`src/rtl/irq_ctl_pkg.sv`:
```
package irq_ctl_pkg;

    typedef enum logic [1:0] {
        ST_RUN  = 2'd0,
        ST_HOLD = 2'd1,
        ST_IDLE = 2'd2
    } ctl_state_e;

    typedef struct packed {
        logic is_boundary;
        logic is_blocking;
        logic is_sleep;
        logic is_return;
    } instr_info_t;

endpackage

```
`src/rtl/irq_pend_bank.sv`:
```
module irq_pend_bank #(
    parameter int NUM_SRC = 5,
    parameter int IDX_W   = 3
) (
    input  logic               clk,
    input  logic               rst,
    input  logic [NUM_SRC-1:0] req,
    input  logic               clr_vld,
    input  logic [IDX_W-1:0]   clr_idx,
    output logic [NUM_SRC-1:0] pend
);

    logic [NUM_SRC-1:0] clr_mask;

    // One clear-mask bit per source
    for (genvar g = 0; g < NUM_SRC; g++) begin : g_mask
        assign clr_mask[g] = clr_vld && (clr_idx == IDX_W'(g));
    end

    always_ff @(posedge clk) begin
        if (rst) begin
            pend <= '0;
        end else begin
            pend <= (pend & ~clr_mask) | req;
        end
    end

endmodule

```
`src/rtl/irq_prio_pick.sv`:
```
module irq_prio_pick #(
    parameter int NUM_SRC = 5,
    parameter int IDX_W   = 3
) (
    input  logic [NUM_SRC-1:0] pend,
    input  logic [NUM_SRC-1:0] src_en,
    input  logic               ea,
    input  logic [NUM_SRC-1:0] ip_hi,
    input  logic               svc_hi,
    input  logic               svc_lo,
    output logic               take_vld,
    output logic [IDX_W-1:0]   take_idx,
    output logic               take_hi
);

    logic [NUM_SRC-1:0] elig;
    logic [NUM_SRC-1:0] hi_ok;
    logic [NUM_SRC-1:0] lo_ok;
    logic [NUM_SRC-1:0] sel;
    logic [NUM_SRC:0]   none_below;
    logic [NUM_SRC-1:0] first;

    assign elig  = pend & src_en & {NUM_SRC{ea}};
    assign hi_ok = svc_hi ? '0 : (elig & ip_hi);
    assign lo_ok = (svc_hi || svc_lo) ? '0 : (elig & ~ip_hi);

    assign take_hi  = |hi_ok;
    assign sel      = take_hi ? hi_ok : lo_ok;
    assign take_vld = |sel;

    // Lowest-index-first chain over the selected level
    assign none_below[0] = 1'b1;
    for (genvar g = 0; g < NUM_SRC; g++) begin : g_first
        assign first[g]        = sel[g] && none_below[g];
        assign none_below[g+1] = none_below[g] && !sel[g];
    end

    always_comb begin
        take_idx = '0;
        for (int i = 0; i < NUM_SRC; i++) begin
            if (first[i]) begin
                take_idx = IDX_W'(i);
            end
        end
    end

endmodule

```
`src/rtl/irq_svc_track.sv`:
```
module irq_svc_track (
    input  logic clk,
    input  logic rst,
    input  logic set_vld,
    input  logic set_hi,
    input  logic pop,
    output logic svc_hi,
    output logic svc_lo
);

    always_ff @(posedge clk) begin
        if (rst) begin
            svc_hi <= 1'b0;
            svc_lo <= 1'b0;
        end else if (set_vld) begin
            if (set_hi) begin
                svc_hi <= 1'b1;
            end else begin
                svc_lo <= 1'b1;
            end
        end else if (pop) begin
            if (svc_hi) begin
                svc_hi <= 1'b0;
            end else begin
                svc_lo <= 1'b0;
            end
        end
    end

endmodule

```
`src/rtl/irq_gate_ctrl.sv`:
```
module irq_gate_ctrl
    import irq_ctl_pkg::*;
#(
    parameter int NUM_SRC = 5,
    localparam int IDX_W  = (NUM_SRC > 1) ? $clog2(NUM_SRC) : 1
) (
    input  logic               clk,
    input  logic               rst,
    input  logic [NUM_SRC-1:0] irq_req,
    input  logic [NUM_SRC-1:0] ie_src_en,
    input  logic               ie_global,
    input  logic [NUM_SRC-1:0] ip_hi,
    input  logic               instr_done,
    input  logic               instr_reti,
    input  logic               instr_wr_ie_ip,
    input  logic               instr_set_idle,
    output logic               vec_req,
    output logic [IDX_W-1:0]   vec_idx,
    output logic               vec_hi,
    output logic               cpu_idle,
    output logic               wake
);

    ctl_state_e         state_q;
    ctl_state_e         state_d;
    instr_info_t        info;
    logic [NUM_SRC-1:0] pend;
    logic               svc_hi;
    logic               svc_lo;
    logic               take_vld;
    logic [IDX_W-1:0]   take_idx;
    logic               take_hi;
    logic               fire;
    logic               fire_wake;
    logic               pop;

    assign info.is_boundary = instr_done;
    assign info.is_blocking = instr_reti || instr_wr_ie_ip;
    assign info.is_sleep    = instr_set_idle;
    assign info.is_return   = instr_reti;

    irq_pend_bank #(.NUM_SRC(NUM_SRC), .IDX_W(IDX_W)) u_pend (
        .clk     (clk),
        .rst     (rst),
        .req     (irq_req),
        .clr_vld (fire),
        .clr_idx (take_idx),
        .pend    (pend)
    );

    irq_prio_pick #(.NUM_SRC(NUM_SRC), .IDX_W(IDX_W)) u_pick (
        .pend     (pend),
        .src_en   (ie_src_en),
        .ea       (ie_global),
        .ip_hi    (ip_hi),
        .svc_hi   (svc_hi),
        .svc_lo   (svc_lo),
        .take_vld (take_vld),
        .take_idx (take_idx),
        .take_hi  (take_hi)
    );

    irq_svc_track u_svc (
        .clk     (clk),
        .rst     (rst),
        .set_vld (fire),
        .set_hi  (take_hi),
        .pop     (pop),
        .svc_hi  (svc_hi),
        .svc_lo  (svc_lo)
    );

    // Next-state and decision logic
    always_comb begin
        state_d   = state_q;
        fire      = 1'b0;
        fire_wake = 1'b0;
        pop       = 1'b0;
        unique case (state_q)
            ST_RUN, ST_HOLD: begin
                if (info.is_boundary) begin
                    pop = info.is_return;
                    if (info.is_sleep) begin
                        state_d = ST_IDLE;
                    end else if (info.is_blocking) begin
                        state_d = ST_HOLD;
                    end else begin
                        state_d = ST_RUN;
                        fire    = take_vld;
                    end
                end
            end
            ST_IDLE: begin
                if (take_vld) begin
                    state_d   = ST_RUN;
                    fire      = 1'b1;
                    fire_wake = 1'b1;
                end
            end
            default: state_d = ST_RUN;
        endcase
    end

    // State register
    always_ff @(posedge clk) begin
        if (rst) begin
            state_q <= ST_RUN;
        end else begin
            state_q <= state_d;
        end
    end

    // Registered outputs
    always_ff @(posedge clk) begin
        if (rst) begin
            vec_req  <= 1'b0;
            vec_idx  <= '0;
            vec_hi   <= 1'b0;
            cpu_idle <= 1'b0;
            wake     <= 1'b0;
        end else begin
            vec_req  <= fire;
            wake     <= fire_wake;
            cpu_idle <= (state_d == ST_IDLE);
            if (fire) begin
                vec_idx <= take_idx;
                vec_hi  <= take_hi;
            end
        end
    end

endmodule

```
`config.mk`:
```
export PLATFORM = sky130hd
export DESIGN_NAME = irq_gate_ctrl
export DESIGN_NICKNAME = d
export VERILOG_FILES = /design/src/rtl/irq_ctl_pkg.sv /design/src/rtl/irq_pend_bank.sv /design/src/rtl/irq_prio_pick.sv /design/src/rtl/irq_svc_track.sv /design/src/rtl/irq_gate_ctrl.sv
export SDC_FILE = /design/constraint.sdc
export NUM_CORES = 1
export LEC_CHECK = 0
export BUFFER_PORTS_ARGS = -buffer_cell sky130_fd_sc_hd__clkbuf_2
export CAP_MARGIN = 20
export CORE_UTILIZATION = 54
export CTS_BUF_LIST = sky130_fd_sc_hd__clkbuf_16
export CTS_CLUSTER_DIAMETER = 120
export DETAILED_ROUTE_END_ITERATION = 16
export PLACE_DENSITY = 0.83
export SLEW_MARGIN = 5
export SYNTH_ARGS = -nofsm -noshare
export SYNTH_HDL_FRONTEND = slang
export SYNTH_HIERARCHICAL = 1
export SYNTH_SLANG_ARGS = --single-unit
```
`constraint.sdc`:
```
create_clock -name clk -period 6.5 [get_ports clk]
set_input_delay 0.65 -clock clk [delete_from_list [all_inputs] [get_ports clk]]
set_output_delay 0.65 -clock clk [all_outputs]
set_load 0.005 [all_outputs]
```
==> results.toml <==
[worst_setup_path]
crit_type = "in -> reg"
arrival_ns = 2.85
setup.worst_path.start_class = "input port"
r2r_slack_ns = 3.92
setup.worst_path.start = "ip_hi[2]"
cp-end-kind = "flop"
cp.required_ns = 6.65
cp_max_fo = 7
reg2reg_to = "u_pend/pend[4]$_SDFF_PP0_"
worstSetupEndpoint = "u_pend/pend[0]$_SDFF_PP0_"
r2r-start = "u_pend/pend[3]$_SDFF_PP0_"
rr_worst_depth = 10

[clock_tree]
hold_buffers = 0
cts_htree_levels = 1
cts_tree = "built"
root_buffer = "clkbuf_16"
cts_buffers = 3
ctsResizeCount = 0
cts_buffer_depth = 2
clkLatencyLatePin_ns = 0.25
path_clk_slew_ns = 0.05
post_cts_buffers = 0
cts_sinks = 16

[synth]
synth_edf_count = 0
syn_inst = 113
synth_xor_area_frac = 0
ys_seq_area_frac = 0.3216
synth_flop_cell = "dfxtp_1"
syn-num-nets = 135
ys_ff_latch = 16
synth-compound-area-share = 0.2048
synth-simple-area-share = 0.3857
synth_top_family_by_area = "simple AND/OR/NAND/NOR gates"
async_flop_share = 0
synth.area.mux_share = 0.05025
yosysUniqueCellTypes = 42
syn_area_per_cell_um2 = 8.814
yosysWarnings = 6
syn_area_um2 = 996.0
synth_fa_ha_area_frac = 0

[timing]
fin_crit_ns = 2.704
setup-violations-final = 0
fmax_mhz = 369.9
post-route-period-util = 0.4160
worst_pin_slew_ns = 0.4917
whs_ns = 0.4860
slew_violations = 0
slew_headroom = 0.6712
fin_skew_ns = 0.001975
hold_viol = 0
tns_ns = 0
rsz0062_at_grt = "no"

[detailed_routing]
via_count = 964
ant_nets = 0
viasPerCell = 5.738
route.detailed.drc = 0
routed_wirelength_um = 2355
drt_iter0_drc = 15
routedWlPerCell_um = 14.02
dr.pass1.iters = 4

[power_and_ir_drop]
irDropWorstVdd_v = 0.0001401
power.density_mw_per_mm2 = 217.3
power_mw = 0.2683
leakagePower_nw = 0.5738

[job]
cap_violations = 0

[grt]
grt_pass1_wl_um = 3815
grt-ovfl-total = 0
grt_pass1_vias = 913
grt_util_all_layers = 0.2573
grt_start_max_net_pins = 23
antenna_found_initial = 0

[floorplan]
die_w_um = 44.95
start_util = 0.5768
die_h_um = 44.95
die-area_mm2 = 0.002020
pin_count = 29
rows = 15
core-area_mm2 = 0.001727

[placement]
place_congestion = 0.7803
post-place-cells = 165
place_hpwl_um = 1738
port_buffers = 28

[status]
status = "complete, no violations"

[finish]
fill_cells = 133
final_util = 0.7152
final_common_cell = "clkbuf_2"
antennaDiodeCount = 0
nNetsFinal = 167
stdcell_count = 168
layout-drive-gt1-share = 0.3636
final_cell_mix = "clkbuf_2, nor2_1, dfxtp_1"
synthToLayoutAreaGrowth_pct = 23.99

[worst_hold_path]
min_from = "state_q[1]$_SDFF_PP0_"
whs_path_depth = 1
hold_path_class = "reg -> reg"
-- metal layers --
layer	up-vias	routed length [µm]	global-route usage
li1	467	-	-
met1	446	1014	0.3079
met2	46	1168	0.4348
met3	5	132	0.05600
met4	0	39	0.1212
met5	-	0	0
-- critical path, cell delays in order --
cell	delay [ns]
clkbuf_2	0.09
and3_1	0.19
a31o_2	0.23
nand3b_1	0.20
nor2_1	0.16
o32ai_1	0.16
nor4b_2	0.20
a21boi_2	0.32
inv_1	0.19
nor2b_1	0.19
a311oi_1	0.28
-- flip-flops by register name, indices dropped and copies added, names as in the netlist --
signal,count
vec_idx,3
u_svc/svc_hi,1
u_svc/svc_lo,1
state_q,2
cpu_idle,1
u_pend/pend,5
wake,1
vec_req,1
vec_hi,1
-- kinds of logic after synthesis --
logic type,Yosys count
and+or+nand+nor,59
buffers and inverters,9
DFF,16
muxes,5
AOI/OAI and AO/OA,24
-- worst min-delay path by stage --
stage	end	slack, ns
after global routing	state_q[0]$_SDFF_PP0_	0.52
final	state_q[0]$_SDFF_PP0_	0.49
after CTS	state_q[0]$_SDFF_PP0_	0.49
after global placement	state_q[0]$_SDFF_PP0_	0.47
after detailed placement	state_q[0]$_SDFF_PP0_	0.48
after floorplan	state_q[0]$_SDFF_PP0_	0.45
-- stage by stage --
| step | setup WS, ns | area (µm²) |
|---|---|---|
| final | 3.796 | 1235 |
| after global routing | 3.636 | 1235 |
| after CTS | 3.812 | 1235 |
| after detailed placement | 3.571 | 1160 |
| after global placement | 3.706 | 1160 |
| after floorplan | 3.963 | 996.0 |
-- final cells by class --
cell class                 instances  area [µm²]  share of cell area
timing repair buffer              28       140.1              0.1135
inverter                           8       30.03             0.02432
tap                               25       31.28             0.02533
clock buffer                       3       75.07             0.06079
multi-input combinational         88       638.1              0.5167
sequential                        16       320.3              0.2594
-- power breakdown --
part	total, mW	switching, mW	internal, mW
sequential	0.107	0.00375	0.103
clock	0.116	0.0360	0.0805
combinational	0.0451	0.0248	0.0204
-- synthesized netlist by cell type (2+ instances only) --
master / number / share of area
dfxtp_1: 16 / 0.32
o22ai_1: 2 / 0.013
or2b_2: 8 / 0.070
and2b_1: 2 / 0.015
a41oi_1: 2 / 0.018
nand2b_1: 2 / 0.013
a21oi_1: 2 / 0.010
nor3_1: 3 / 0.015
mux2i_1: 5 / 0.050
nor4b_2: 2 / 0.030
nand2_1: 6 / 0.023
and3_1: 2 / 0.013
nand3_1: 3 / 0.015
inv_1: 8 / 0.030
a311oi_1: 2 / 0.018
nor2b_1: 6 / 0.038
nand3b_1: 2 / 0.015
nor2_1: 16 / 0.060
(Power assumes the default switching activity.)
